File: src/rtl/usbtk_pkg.sv
`timescale 1ns/1ps
package usbtk_pkg;

    localparam int BYTE_W  = 8;
    localparam int PID_W   = 4;
    localparam int ADDR_W  = 7;
    localparam int EP_W    = 4;
    localparam int CRC_W   = 5;
    localparam int FIELD_W = ADDR_W + EP_W;
    localparam int BODY_W  = FIELD_W + CRC_W;
    localparam int BODY_BYTES = BODY_W / BYTE_W;

    localparam logic [PID_W-1:0] PID_OUT   = 4'h1;
    localparam logic [PID_W-1:0] PID_IN    = 4'h9;
    localparam logic [PID_W-1:0] PID_SETUP = 4'hD;
    localparam logic [PID_W-1:0] PID_DATA0 = 4'h3;
    localparam logic [PID_W-1:0] PID_DATA1 = 4'hB;

    localparam logic [CRC_W-1:0] CRC5_POLY = 5'b00101;
    localparam logic [CRC_W-1:0] CRC5_SEED = 5'b11111;

    typedef enum logic [1:0] {
        REPLY_NONE  = 2'd0,
        REPLY_ACK   = 2'd1,
        REPLY_NAK   = 2'd2,
        REPLY_STALL = 2'd3
    } reply_e;

    typedef struct packed {
        logic             ok;
        logic             is_token;
        logic             is_data;
        logic             opens_rx;
        logic [PID_W-1:0] nib;
    } pid_info_t;

    typedef struct packed {
        logic [CRC_W-1:0]  crc;
        logic [EP_W-1:0]   ep;
        logic [ADDR_W-1:0] addr;
    } tok_word_t;

    // CRC5 field value for an 11-bit address/endpoint word sent LSB first.
    function automatic logic [CRC_W-1:0] crc5_field(input logic [FIELD_W-1:0] d);
        logic [CRC_W-1:0] r;
        logic [CRC_W-1:0] f;
        logic             fb;
        r = CRC5_SEED;
        for (int i = 0; i < FIELD_W; i++) begin
            fb = d[i] ^ r[CRC_W-1];
            r  = {r[CRC_W-2:0], 1'b0} ^ (fb ? CRC5_POLY : '0);
        end
        for (int k = 0; k < CRC_W; k++) begin
            f[k] = ~r[CRC_W-1-k];
        end
        return f;
    endfunction

endpackage

File: src/rtl/usbtk_pkt_collect.sv
`timescale 1ns/1ps
module usbtk_pkt_collect
    import usbtk_pkg::*;
#(
    parameter int CNT_W = 3
) (
    input  logic                     clk,
    input  logic                     rst,
    input  logic                     rx_valid,
    input  logic [BYTE_W-1:0]        rx_data,
    input  logic                     rx_eop,
    output logic                     fin,
    output logic [CNT_W-1:0]         fin_len,
    output logic [BYTE_W-1:0]        fin_pid,
    output logic [BODY_W-1:0]        fin_body
);
    localparam logic [CNT_W-1:0] CNT_MAX = {CNT_W{1'b1}};

    logic [CNT_W-1:0]  cnt_q,  cnt_n;
    logic [BYTE_W-1:0] pid_q,  pid_n;
    logic [BODY_W-1:0] body_q, body_n;

    // Next-state view: a byte strobed together with the end is included.
    always_comb begin
        cnt_n  = cnt_q;
        pid_n  = pid_q;
        body_n = body_q;
        if (rx_valid) begin
            if (cnt_q == '0) begin
                pid_n = rx_data;
            end
            for (int i = 0; i < BODY_BYTES; i++) begin
                if (cnt_q == CNT_W'(i + 1)) begin
                    body_n[BYTE_W*i +: BYTE_W] = rx_data;
                end
            end
            if (cnt_q != CNT_MAX) begin
                cnt_n = cnt_q + 1'b1;
            end
        end
    end

    assign fin      = rx_eop;
    assign fin_len  = cnt_n;
    assign fin_pid  = pid_n;
    assign fin_body = body_n;

    always_ff @(posedge clk) begin
        if (rst) begin
            cnt_q  <= '0;
            pid_q  <= '0;
            body_q <= '0;
        end else begin
            cnt_q  <= rx_eop ? '0 : cnt_n;
            pid_q  <= pid_n;
            body_q <= body_n;
        end
    end

    // every packet end restarts byte counting for the next packet
    assert_cnt_restart_R10: assert property (@(posedge clk) disable iff (rst)
        rx_eop |=> (cnt_q == '0));

    // the count saturates instead of wrapping back to an empty packet
    assert_cnt_saturate_R11: assert property (@(posedge clk) disable iff (rst)
        (cnt_q == CNT_MAX && !rx_eop) |=> (cnt_q == CNT_MAX));

endmodule

File: src/rtl/usbtk_pid_class.sv
`timescale 1ns/1ps
module usbtk_pid_class
    import usbtk_pkg::*;
(
    input  logic [BYTE_W-1:0] pid_byte,
    output pid_info_t         info
);
    logic [PID_W-1:0] nib;
    logic             chk_ok;

    assign nib    = pid_byte[PID_W-1:0];
    assign chk_ok = (pid_byte[BYTE_W-1:PID_W] == ~nib);

    always_comb begin
        info          = '0;
        info.nib      = nib;
        info.ok       = chk_ok;
        info.is_token = chk_ok && (nib == PID_OUT || nib == PID_IN || nib == PID_SETUP);
        info.is_data  = chk_ok && (nib == PID_DATA0 || nib == PID_DATA1);
        info.opens_rx = chk_ok && (nib == PID_OUT || nib == PID_SETUP);
    end

endmodule

File: src/rtl/usbtk_token_check.sv
`timescale 1ns/1ps
module usbtk_token_check
    import usbtk_pkg::*;
#(
    parameter int CNT_W   = 3,
    parameter int TOK_LEN = 3
) (
    input  logic [BODY_W-1:0] body,
    input  logic [CNT_W-1:0]  len,
    input  logic [ADDR_W-1:0] dev_addr,
    output logic              shape_ok,
    output logic              crc_ok,
    output logic              addr_hit,
    output logic [EP_W-1:0]   ep
);
    tok_word_t w;

    assign w        = tok_word_t'(body);
    assign shape_ok = (len == CNT_W'(TOK_LEN));
    assign crc_ok   = (crc5_field({w.ep, w.addr}) == w.crc);
    assign addr_hit = (w.addr == dev_addr);
    assign ep       = w.ep;

endmodule

File: src/rtl/usbtk_reply_sel.sv
`timescale 1ns/1ps
module usbtk_reply_sel
    import usbtk_pkg::*;
#(
    parameter int CNT_W = 3
) (
    input  logic             clk,
    input  logic             rst,
    input  logic             fin,
    input  logic [CNT_W-1:0] fin_len,
    input  pid_info_t        info,
    input  logic             shape_ok,
    input  logic             crc_ok,
    input  logic             addr_hit,
    input  logic [EP_W-1:0]  ep,
    input  logic             buf_busy,
    output logic             reply_valid,
    output reply_e           reply_code,
    output logic             data_take,
    output logic [PID_W-1:0] data_tok,
    output logic             tok_valid,
    output logic [EP_W-1:0]  tok_ep
);
    logic [PID_W-1:0] held_q;   // opening token nibble, 0 = no transaction
    logic             pkt_end;
    logic             own_tok;
    logic             data_hit;

    assign pkt_end  = fin && (fin_len != '0);
    assign own_tok  = pkt_end && info.is_token && shape_ok && crc_ok && addr_hit;
    assign data_hit = pkt_end && info.is_data && (held_q != '0);

    always_ff @(posedge clk) begin
        if (rst) begin
            held_q      <= '0;
            reply_valid <= 1'b0;
            reply_code  <= REPLY_NONE;
            data_take   <= 1'b0;
            data_tok    <= '0;
            tok_valid   <= 1'b0;
            tok_ep      <= '0;
        end else begin
            reply_valid <= 1'b0;
            reply_code  <= REPLY_NONE;
            data_take   <= 1'b0;
            data_tok    <= '0;
            tok_valid   <= 1'b0;
            tok_ep      <= '0;
            if (pkt_end) begin
                held_q <= '0;
                if (own_tok) begin
                    tok_valid <= 1'b1;
                    tok_ep    <= ep;
                    if (info.opens_rx) begin
                        held_q <= info.nib;
                    end
                end else if (data_hit) begin
                    reply_valid <= 1'b1;
                    if (buf_busy) begin
                        reply_code <= REPLY_NAK;
                    end else begin
                        reply_code <= REPLY_ACK;
                        data_take  <= 1'b1;
                        data_tok   <= held_q;
                    end
                end
            end
        end
    end

    // ACK only when the buffer was free at the end of the data packet
    assert_ack_free_R7: assert property (@(posedge clk) disable iff (rst)
        (reply_valid && reply_code == REPLY_ACK) |-> !$past(buf_busy));

    // NAK only when the buffer was busy at the end of the data packet
    assert_nak_busy_R8: assert property (@(posedge clk) disable iff (rst)
        (reply_valid && reply_code == REPLY_NAK) |-> $past(buf_busy));

    // accepting a payload always goes with an ACK, never a STALL
    assert_take_ack_R7: assert property (@(posedge clk) disable iff (rst)
        data_take |-> (reply_valid && reply_code == REPLY_ACK));

    // a handshake needs a transaction that was open before it
    assert_reply_open_R9: assert property (@(posedge clk) disable iff (rst)
        reply_valid |-> ($past(held_q) != '0));

    // a handshake request lasts one cycle
    assert_reply_pulse_R10: assert property (@(posedge clk) disable iff (rst)
        reply_valid |=> !reply_valid);

endmodule

File: src/rtl/usb_token_decoder.sv
`timescale 1ns/1ps
module usb_token_decoder
    import usbtk_pkg::*;
#(
    parameter int CNT_W   = 3,
    parameter int TOK_LEN = 1 + BODY_BYTES
) (
    input  logic              clk,
    input  logic              rst,
    input  logic              rx_valid,
    input  logic [7:0]        rx_data,
    input  logic              rx_eop,
    input  logic              dev_addr_we,
    input  logic [6:0]        dev_addr_wdata,
    input  logic              buf_busy,
    output logic              reply_valid,
    output logic [1:0]        reply_code,
    output logic              data_take,
    output logic [3:0]        data_tok,
    output logic              tok_valid,
    output logic [3:0]        tok_ep
);
    logic [ADDR_W-1:0] dev_addr_q;
    logic              fin;
    logic [CNT_W-1:0]  fin_len;
    logic [BYTE_W-1:0] fin_pid;
    logic [BODY_W-1:0] fin_body;
    pid_info_t         info;
    logic              shape_ok, crc_ok, addr_hit;
    logic [EP_W-1:0]   ep;
    reply_e            code;

    always_ff @(posedge clk) begin
        if (rst) begin
            dev_addr_q <= '0;
        end else if (dev_addr_we) begin
            dev_addr_q <= dev_addr_wdata;
        end
    end

    usbtk_pkt_collect #(.CNT_W(CNT_W)) collect_i (
        .clk(clk), .rst(rst), .rx_valid(rx_valid), .rx_data(rx_data),
        .rx_eop(rx_eop), .fin(fin), .fin_len(fin_len), .fin_pid(fin_pid),
        .fin_body(fin_body)
    );

    usbtk_pid_class class_i (
        .pid_byte(fin_pid), .info(info)
    );

    usbtk_token_check #(.CNT_W(CNT_W), .TOK_LEN(TOK_LEN)) check_i (
        .body(fin_body), .len(fin_len), .dev_addr(dev_addr_q),
        .shape_ok(shape_ok), .crc_ok(crc_ok), .addr_hit(addr_hit), .ep(ep)
    );

    usbtk_reply_sel #(.CNT_W(CNT_W)) reply_i (
        .clk(clk), .rst(rst), .fin(fin), .fin_len(fin_len), .info(info),
        .shape_ok(shape_ok), .crc_ok(crc_ok), .addr_hit(addr_hit), .ep(ep),
        .buf_busy(buf_busy), .reply_valid(reply_valid), .reply_code(code),
        .data_take(data_take), .data_tok(data_tok), .tok_valid(tok_valid),
        .tok_ep(tok_ep)
    );

    assign reply_code = code;

    // a write lands in the address register on the next edge
    assert_addr_load_R6: assert property (@(posedge clk) disable iff (rst)
        dev_addr_we |=> (dev_addr_q == $past(dev_addr_wdata)));

    // handshake requests follow a packet end by exactly one cycle
    assert_reply_after_eop_R10: assert property (@(posedge clk) disable iff (rst)
        reply_valid |-> $past(rx_eop));

    // token reports follow a packet end by exactly one cycle
    assert_tok_after_eop_R3: assert property (@(posedge clk) disable iff (rst)
        tok_valid |-> $past(rx_eop));

endmodule

File: config.mk
export PLATFORM = sky130hd
export DESIGN_NAME = usb_token_decoder
export DESIGN_NICKNAME = d
export VERILOG_FILES = /design/src/rtl/usbtk_pkg.sv /design/src/rtl/usbtk_pkt_collect.sv /design/src/rtl/usbtk_pid_class.sv /design/src/rtl/usbtk_token_check.sv /design/src/rtl/usbtk_reply_sel.sv /design/src/rtl/usb_token_decoder.sv
export SDC_FILE = /design/constraint.sdc
export NUM_CORES = 1
export LEC_CHECK = 0
export CAP_MARGIN = 5
export CELL_PAD_IN_SITES_DETAIL_PLACEMENT = 0
export CELL_PAD_IN_SITES_GLOBAL_PLACEMENT = 1
export CORE_MARGIN = 2
export CORE_UTILIZATION = 35
export DETAILED_ROUTE_END_ITERATION = 7
export PLACE_DENSITY_LB_ADDON = 0.05
export SLEW_MARGIN = 20
export SYNTH_ARGS = -nofsm -noshare
export SYNTH_HDL_FRONTEND = slang
export SYNTH_SLANG_ARGS = --single-unit
File: constraint.sdc
create_clock -name clk -period 5.89 [get_ports clk]
set_clock_uncertainty 0.2 [all_clocks]
set_input_delay 1.767 -clock clk [delete_from_list [all_inputs] [get_ports clk]]
set_output_delay 1.767 -clock clk [all_outputs]
set_load 0.02 [all_outputs]
After elaboration in Yosys (flattened, before gate mapping)
Cells that the tools add are included.
{ "word_totals": {"ff_bits": 51, "latch_bits": 0, "ram_bits": 0, "mem_bits_ro": 0, "inputBits": 21, "output_inout_bits": 13, "wordCells": 101, "memories": 0} }
{ "op_classes": {"add_sub_neg": 1, "multipliers": 0, "div": 0, "n_lt_le_gt_ge": 0, "n_eq_ne": 12, "shift": 0, "n_mux": 24, "bitwise_logic": 30, "n_reduce_logical": 23} }
{ "op_table": {"columns": ["operator", "count"], "rows": [
  ["5-bit XOR", 10],
  ["3-bit 2-to-1 mux", 13],
  ["8-bit 2-to-1 mux", 4],
  ["16-bit 2-to-1 mux", 1],
  ["4-bit equality test, second input constant", 3],
  ["1-bit logical AND", 10],
  ["1-bit XOR", 10],
  ["4-bit 2-to-1 mux", 2],
  ["1-bit NOT", 8],
  ["4-bit NOT", 2],
  ["7-bit equality test", 1],
  ["3-bit by 2-bit equality test with 1-bit output, second input constant", 2],
  ["3-bit OR reduction", 2],
  ["5-bit equality test", 1],
  ["5-bit OR reduction", 1],
  ["4-bit by 1-bit equality test with 1-bit output, second input constant", 1],
  ["4-bit by 2-bit equality test with 1-bit output, second input constant", 1],
  ["4-bit equality test", 1],
  ["1-bit logical OR", 4],
  ["4-bit nonzero test", 1],
  ["2-bit OR reduction", 2],
  ["4-bit OR reduction", 1],
  ["3-bit by 1-bit adder with 3-bit output, second input constant", 1],
  ["3-bit by 1-bit equality test with 1-bit output, second input constant", 1],
  ["other kinds (5)", 7]
]} }

Logic depth before layout (Yosys ltp)
Gate-level depths: netlist of run 1.
{ "logic_depth": {"depth_word": 41, "mapped_depth": 11, "mapped_depth_nobuf": 10} }

Cells and area by module
From an unflattened synthesis of run 1, not the netlist that was laid out.
{ "hier_totals": {"cells_unflattened": 266, "hier_area_um2": 2851.5} }
{ "modules_own_cells": {"columns": ["module", "n_inst", "cells_each", "area_each_um2", "seq_area_each_um2"], "rows": [
  ["usbtk_pkt_collect", 1, 139, 1554.0, 540.5],
  ["usbtk_reply_sel", 1, 49, 571.8, 320.3],
  ["usbtk_token_check", 1, 38, 325.3, 0.0],
  ["usb_token_decoder", 1, 22, 247.7, 140.1],
  ["usbtk_pid_class", 1, 18, 152.6, 0.0]
]} }

Least setup slack after synthesis of run 1
Ideal clock, no wire load.
{ "synth_timing": {"path_kind": "input-to-reg", "from": "input rx_data[1]", "to": "register reply_i.tok_ep[0]", "setup_time_ps": 65, "t_arrival_ps": 3510, "t_required_ps": 5625, "slack_ps": 2115, "stages": 9, "n_path_buf": 1, "cell_sequence": "buf_2 xnor2_1 xnor2_1 mux2i_4 xnor2_1 or3_1 a211oi_2 o211ai_2 nor2_1"} }
{ "synth_between": {"elab_chain_len": 26, "word_cells_on_any_way": 48, "classes_between": "eq/ne: 6; mux: 11; bitwise: 23; reduce/logical: 8"} }
{ "synth_rtl": {"columns": ["item", "line_no", "text"], "rows": [
  ["start, declared", "usb_token_decoder.sv:11", "input logic [7:0] rx_data,"],
  ["8-bit 2-to-1 mux", "usbtk_pkt_collect.sv:33", "if (cnt_q == CNT_W'(i + 1)) begin"],
  ["16-bit 2-to-1 mux", "usbtk_pkt_collect.sv:28", "if (rx_valid) begin"],
  ["1-bit XOR", "usbtk_pkg.sv:50", "fb = d[i] ^ r[CRC_W-1];"],
  ["3-bit 2-to-1 mux", "usbtk_pkg.sv:51", "r = {r[CRC_W-2:0], 1'b0} ^ (fb ? CRC5_POLY : '0);"],
  ["5-bit XOR (3 in series)", "usbtk_pkg.sv:51", null],
  ["1-bit XOR", "usbtk_pkg.sv:50", null],
  ["3-bit 2-to-1 mux", "usbtk_pkg.sv:51", null],
  ["5-bit XOR (3 in series)", "usbtk_pkg.sv:51", null],
  ["[6 not listed]", null, null],
  ["3-bit 2-to-1 mux", "usbtk_pkg.sv:51", null],
  ["5-bit XOR", "usbtk_pkg.sv:51", null],
  ["1-bit NOT", "usbtk_pkg.sv:54", "f[k] = ~r[CRC_W-1-k];"],
  ["5-bit equality test", "usbtk_token_check.sv:20", "assign crc_ok = (crc5_field({w.ep, w.addr}) == w.crc);"],
  ["1-bit logical AND", "usbtk_reply_sel.sv:30", "assign own_tok = pkt_end && info.is_token && shape_ok && crc_ok && addr_hit;"],
  ["1-bit logical AND (*)", "usbtk_reply_sel.sv:30", null],
  ["1-bit NOT (no source line) (*)", null, null],
  ["3-bit OR reduction (no source line) (*)", null, null],
  ["end signal, assigned", "usbtk_reply_sel.sv:53", "tok_ep <= ep;"],
  ["end, declared", "usbtk_reply_sel.sv:22", "output logic [EP_W-1:0] tok_ep"]
]} }
Mark *: on every way between the ends. The rest lies on a longest branch, timed or not.
A chain may end at the register's enable or synchronous reset.

Worst setup path in the final report of run 1
{ "layout_timing": {"from": "input rx_valid", "to": "register reply_i.tok_ep[0]"} }
{ "layout_between": {"elab_chain_len": 25, "word_cells_on_any_way": 60, "classes_between": "eq/ne: 7; mux: 14; bitwise: 29; reduce/logical: 10"} }
{ "layout_rtl": {"columns": ["item", "line_no", "text"], "rows": [
  ["start, declared", "usb_token_decoder.sv:10", "input logic rx_valid,"],
  ["16-bit 2-to-1 mux", "usbtk_pkt_collect.sv:28", null],
  ["1-bit XOR or 3-bit 2-to-1 mux (tied branches)", "usbtk_pkg.sv:50, usbtk_pkg.sv:51", null],
  ["3-bit 2-to-1 mux or 4-bit NOT (tied branches)", null, null],
  ["5-bit XOR (2 in series)", "usbtk_pkg.sv:51", null],
  ["5-bit XOR or 1-bit XOR (tied branches)", "usbtk_pkg.sv:51, usbtk_pkg.sv:50", null],
  ["1-bit XOR or 3-bit 2-to-1 mux (tied branches)", "usbtk_pkg.sv:50, usbtk_pkg.sv:51", null],
  ["3-bit 2-to-1 mux or 5-bit XOR (tied branches)", "usbtk_pkg.sv:51", null],
  ["5-bit XOR (2 in series)", "usbtk_pkg.sv:51", null],
  ["[6 not listed]", null, null],
  ["1-bit XOR or 3-bit 2-to-1 mux (tied branches)", "usbtk_pkg.sv:50, usbtk_pkg.sv:51", null],
  ["3-bit 2-to-1 mux or 5-bit XOR (tied branches)", "usbtk_pkg.sv:51", null],
  ["5-bit XOR", "usbtk_pkg.sv:51", null],
  ["1-bit NOT", "usbtk_pkg.sv:54", null],
  ["5-bit equality test", "usbtk_token_check.sv:20", null],
  ["1-bit logical AND (2 in series)", "usbtk_reply_sel.sv:30", null],
  ["1-bit NOT (no source line)", null, null],
  ["3-bit OR reduction (no source line)", null, null]
]} }
Several ways; a longest one is shown, not always the timed one.

==> results of run 1 <==
## worst min-delay path, delay by kind of cell, from the launching register on
| kind | cells | cell delay (ns) |
|---|---|---|
| flip-flops | 1 | 0.33 |
| AND/OR/NAND/NOR | 1 | 0.05 |
| AO/OA/AOI/OAI | 1 | 0.05 |
## layout by cell type, fill, tap and decap left out, types with 2 or more instances in the layout
cell type         n
clkinv_4          2
nor3_1            5
o21ai_0           2
o21a_1            2
buf_4             2
and2_1            7
clkbuf_8          5
xor2_1           13
o211ai_1          3
nand2_1          15
nand3_1           5
inv_1             8
clkdlybuf4s50_1  33
or3_1             2
nor4_1            4
nor2b_1           2
ha_1              4
a21oi_1          14
dfxtp_1          50
xnor3_1           2
mux2i_1          30
nand3b_2          2
o21ai_1           3
nor2_1           42
xnor2_1          29
## cell usage after synthesis (all sizes together)
master  instances
dfxtp          50
nor2           42
mux2i          32
xnor2          30
nand2          15
a21oi          14
xor2           13
buf            10
inv             8
and2            7
clkbuf          6
nand3           5
nor3            5
o21ai           5
ha              4
nor4            4
o211ai          4
nand3b          3
nor2b           2
o21a            2
or3             2
xnor3           2
a211oi          1
a21boi          1
a221oi          1
a22o            1
and3b           1
and4            1
mux2            1
nand2b          1
nand4           1
nand4b          1
nor3b           1
or2             1
or3b            1
## worst min-delay path by stage
| stage | from | end | slack, ns | depth (start not counted) |
|---|---|---|---|---|
| finish | reply_i.held_q[0] | reply_i.held_q[0] | 0.26 | 2 |
| detailed placement | reply_i.held_q[0] | reply_i.held_q[0] | 0.26 | 2 |
| CTS | reply_i.held_q[0] | reply_i.held_q[0] | 0.27 | 2 |
| floorplan | reply_i.held_q[3] | reply_i.held_q[3] | 0.23 | 2 |
| global route | reply_i.held_q[0] | reply_i.held_q[0] | 0.29 | 2 |
| global placement | reply_i.held_q[3] | reply_i.held_q[3] | 0.26 | 2 |
## kinds of logic (layout without fill, tap and decap cells)
kind of cell,after synthesis,after routing,share of synthesized area
mux,33,33,0.136
compound gates,29,29,0.0712
xor+xnor,45,45,0.167
buf+inv,24,51,0.0410
fa+ha+maj,4,4,0.0195
flops,50,50,0.390
simple gates,93,93,0.175
## state kept, by name (all words and copies together), names as in the netlist
name / count
reply_i.reply_valid: 1
reply_i.tok_ep: 4
reply_i.data_tok: 4
collect_i.body_q: 16
reply_i.held_q: 4
reply_i.tok_valid: 1
reply_i.reply_code: 2
dev_addr_q: 7
collect_i.pid_q: 8
collect_i.cnt_q: 3
## per-layer routing
layer / wire length [um] / track usage / vias up
met3: 186 / 0.0329 / 6
met2: 2490 / 0.243 / 29
met4: 61 / 0.0407 / 0
met5: 0 / 0 / -
li1: - / - / 975
met1: 2760 / 0.203 / 851
## metrics by stage
stage | total power [mW] | util | hold slack [ns]
CTS | 0.689 | 0.426 | 0.272
finish | 0.680 | 0.426 | 0.263
floorplan | 0.440 | - | 0.235
global placement | 0.472 | 0.412 | 0.263
detailed placement | 0.472 | 0.412 | 0.257
global route | 0.712 | 0.426 | 0.291
## cell type report
type                       instances  area, um^2  share of cell area
tap                               99         124              0.0405
multi-input combinational        204        1460               0.477
clock buffer                       5        68.8              0.0225
timing repair buffer              35         345               0.113
inverter                           8        30.0             0.00982
sequential                        50        1000               0.327
clock inverter                     3        28.8             0.00941
## power by group through the flow
stage          combinational [mW]  sequential (mW)  clock [mW]
3_3_place_gp                0.109            0.362           0
3_5_place_dp                0.110            0.362           0
5_1_grt                     0.120            0.356       0.237
6_report                    0.108            0.354       0.217
2_1_floorplan              0.0801            0.360           0
4_1_cts                     0.110            0.355       0.224
==> run summary, run 1 <==
status - finished clean
sw frac - 0.282
TritonCTS clock tree - yes
layout filler cell count - 706
post-cts hold buffer count - 0
Worst setup EP type - flip-flop
RSZ-0062 raised after global routing - false
Clock power frac - 0.320
clk_lat worst skew - 0.31 ns
Int Pwr - 488 uW
Yosys reg bits - 50
global router's overall resource usage - 0.150
number of vias per cell - 4.61
number of cells on the critical path - 9
Top Ports - 34
library cells used by synthesis - 43
Buffers on Ports - 33
reg-to-reg startpoint - collect_i.cnt_q[0]
# H-tree levels - 2
clk sinks - 50
nets@finish - 329
Finished Layout Cells - 404
Die H - 89.6 um
WL final - 5500 um
post-synth top area share - 0.390
CTS buffer count - 5
initial DRC count - 66
Synth area leaders - dfxtp_1 (39%), mux2i_1 (12%), xnor2_1 (9.9%)
final hold violations - 0
Most Frequent Cell on Critical Path - mux2i_1
# rows - 31
Mapped Cells - 278
Worst EP required - 5.94 ns
Seq pwr share - 0.521
min Tclk post-route - 4.39 ns
logic gate share of total power - 0.159
Tightest Pin Transition - 0.513 ns
clk slew on worst S/H paths - 0.10 ns
sw power - 192 uW
Synth Cell Area - 2560 um^2
CP top delay family - simple AND/OR/NAND/NOR gates
area leader, netlist - dfxtp_1
ANT cells - 0
dpl cells - 396
antenna violations before repair - 0
CP Buf/Inv Count - 1
first-pass GRT wire length - 9110 um
Design Area, Final - 3060 um^2
final setup fails - 0
crit path launch - rx_valid
Synth Net Count - 303
DR pass1 iterations - 4
Yosys Warn Count - 0
RR Endpoint - reply_i.tok_ep[0]
CP max stage delay - 0.71 ns
startpoint types - input port
vias in the first global route - 1798
crit path cell chain - clkdlybuf4s50_1, nand3b_2, mux2i_1, xnor2_1, xor2_1, or2_1, mux2i_1, o211ai_2, nor2_1
Post-DRT Antenna Nets - 0
Slowest-stage cell, CP - clkdlybuf4s50_1
Detailed Place HPWL - 4040 um
pre-CTS setup slack - 1.14 ns
synthesized area per cell - 9.23 um^2
WL/cell - 13.6 um
gpl congestion - 0.742
share of layout cells above drive strength 1 - 0.0623
maximum VDD drop - 0.118 mV
Final TNS setup - 0 ns
total of max-cap violations - 0
end of the critical path - reply_i.tok_ep[0]
largest net degree at the start of global routing - 37
Resized cells post-CTS - 0
core area - 7180 um^2
Reg2Reg Depth - 10
drt drc - 0
Crit Path Max Fanout - 15
worst setup margin - 1.50 ns
Cell Area, Placed - 2960 um^2
grt ovf - 0
Arr. time, crit path - 4.45 ns
die area - 8030 um^2
Initial Util - 0.357
Root Buffer - clkbuf_8
slew margin rel. - 0.657
post-CTS setup buffers - 0
Pleak - 1.24 nW
post-synthesis sequential area ratio - 0.390
reg2reg setup slack - 2.95 ns
max-slew violation count - 0
Final Cycle Share - 0.746
Power Density - 222 nW/um^2
P&R area growth vs syn - 19.2%
Max clock buf depth - 2
Hold WC Path Type - flip-flop to flip-flop
via count - 1861
Crit Path Category - input port to flip-flop
f_max - 0.228 GHz
DIE WIDTH - 89.6 um
No activity file was read; power rests on OpenSTA's default activity.
==> run 2, diff against run 1 <==
==> constraint.sdc (replaced) <==
create_clock -name clk -period 4.4 [get_ports clk]
set_clock_uncertainty 0.2 [all_clocks]
set_input_delay 1.32 -clock clk [delete_from_list [all_inputs] [get_ports clk]]
set_output_delay 1.32 -clock clk [all_outputs]
set_load 0.02 [all_outputs]
==> run 2 against run 1 <==
Via count rose by 1.8%. Power is 35% higher. Final cell count increased by 2.0%. Critical path depth is the same. First-iteration DRC count unchanged. Register-to-register slack lost 1.4 ns. Flip-flop and latch count unchanged. Final area up 2.0%. Sequential share of layout area is 0.63 points lower. Worst hold slack better by 0.0096 ns. Largest cell class unchanged.
==> run summary, run 2 (synthesis gave the netlist of run 1 again) <==
Clock power frac - 0.320
CP max stage delay - 0.70 ns
DR pass1 iterations - 6
post-CTS setup buffers - 0
first-pass GRT wire length - 9650 um
Most Frequent Cell on Critical Path - mux2i_1
reg-to-reg startpoint - collect_i.cnt_q[0]
initial DRC count - 66
nets@finish - 337
status - finished clean
final hold violations - 0
CTS buffer count - 5
largest register by flop count - collect_i.body_q
sw frac - 0.286
Post-DRT Antenna Nets - 0
Initial Util - 0.357
Buffers on Ports - 33
Worst EP required - 4.45 ns
layout filler cell count - 732
worst setup margin - 0.609 ns
pre-CTS setup slack - 0.279 ns
Pleak - 1.28 nW
leading cell types in the layout, fill and taps excluded - dfxtp_1 (50), nor2_1 (42), clkdlybuf4s50_1 (33)
dpl cells - 404
CP Buf/Inv Count - 1
Finished Layout Cells - 412
Reg2Reg Depth - 10
WL final - 5830 um
drt drc - 0
clk_lat worst skew - 0.31 ns
global router's overall resource usage - 0.158
gpl congestion - 0.761
slew margin rel. - 0.714
TritonCTS clock tree - yes
Root Buffer - clkbuf_8
largest net degree at the start of global routing - 36
Crit Path Max Fanout - 11
RR Endpoint - reply_i.tok_ep[0]
Final TNS setup - 0 ns
final setup fails - 0
core area - 7180 um^2
area of the multi-input gates - 1460 um^2
Arr. time, crit path - 3.84 ns
Hold WC Path Type - flip-flop to flip-flop
Hold Crit Depth - 2
sw power - 263 uW
Detailed Place HPWL - 4280 um
top flop regs - collect_i.body_q: 16 flops, collect_i.pid_q: 8 flops, dev_addr_q: 7 flops
P&R area growth vs syn - 21.5%
grt ovf - 0
die area - 8030 um^2
crit path cell chain - clkdlybuf4s50_1, nand3b_2, mux2i_1, xnor2_1, xor2_1, or2_1, mux2i_1, o211ai_2, nor2_1
hold slack - 0.272 ns
Pwr Total - 920 uW
Register Area - 1000 um^2
Tightest Pin Transition - 0.426 ns
Final Cycle Share - 0.861
RSZ-0062 raised after global routing - false
Resized cells post-CTS - 0
share of layout cells above drive strength 1 - 0.0863
Slowest-stage cell, CP - clkdlybuf4s50_1
vias in the first global route - 1867
Int Pwr - 657 uW
f_max - 0.264 GHz
post-cts hold buffer count - 0
# H-tree levels - 2
min Tclk post-route - 3.79 ns
ANT cells - 0
maximum VDD drop - 0.122 mV
Crit Path Category - input port to flip-flop
Max clock buf depth - 2
Top Ports - 34
antenna violations before repair - 0
startpoint types - input port
reg2reg setup slack - 1.56 ns
DIE WIDTH - 89.6 um
Hold EP - reply_i.held_q[2]
Worst setup EP type - flip-flop
total of max-cap violations - 0
# rows - 31
Worst Hold Launch - reply_i.held_q[2]
number of vias per cell - 4.60
Design Area, Final - 3120 um^2
logic gate share of total power - 0.165
clk sinks - 50
max-slew violation count - 0
Final Core Density - 0.434
Power Density - 295 nW/um^2
WL/cell - 14.1 um
CP top delay family - buffers and inverters
via count - 1894
commonest non-fill, non-tap cell in the layout - dfxtp_1
Seq pwr share - 0.515
max FFs per register - 16
clk slew on worst S/H paths - 0.10 ns
Die H - 89.6 um
Cell Area, Placed - 3020 um^2
[run 2: how the worst max path moves through the flow]
stage / from / to / cells after the start
6_report: rx_valid / reply_i.tok_ep[0] / 9
5_1_grt: rx_valid / reply_i.tok_ep[2] / 9
4_1_cts: rx_valid / reply_i.tok_ep[2] / 9
3_5_place_dp: rx_valid / reply_i.tok_ep[2] / 9
3_3_place_gp: rx_valid / reply_i.tok_ep[2] / 9
2_1_floorplan: rx_data[1] / reply_i.tok_ep[0] / 9
[run 2: tightest hold or removal path, cell delays in order, from the launching register on]
cell and delay [ns]:
dfxtp_1 0.33, nand2_1 0.06, o21ai_1 0.05
[run 2: per-layer routing]
| metal | vias to the layer above | share of wire | GRT usage |
|---|---|---|---|
| met3 | 2 | 0.037 | 0.0311 |
| met1 | 872 | 0.50 | 0.224 |
| met5 | - | 0 | 0 |
| met4 | 0 | 0.0060 | 0.0366 |
| met2 | 34 | 0.45 | 0.250 |
| li1 | 986 | - | - |
[run 2: final cells by class]
| cell class | count | share of cell area |
|---|---|---|
| multi-input cells | 204 | 0.468 |
| flip-flops and latches | 50 | 0.321 |
| repair buffers | 43 | 0.130 |
| well taps | 99 | 0.0397 |
| clock buffers | 5 | 0.0221 |
| inverters | 8 | 0.00963 |
| clock inverters | 3 | 0.00923 |
[run 2: power by group through the flow]
stage	sequential, mW	combinational, mW	clock, mW
after floorplan	0.482	0.107	0
after global placement	0.485	0.152	0
after detailed placement	0.485	0.152	0
after CTS	0.474	0.154	0.306
after global routing	0.476	0.170	0.322
final	0.474	0.152	0.294
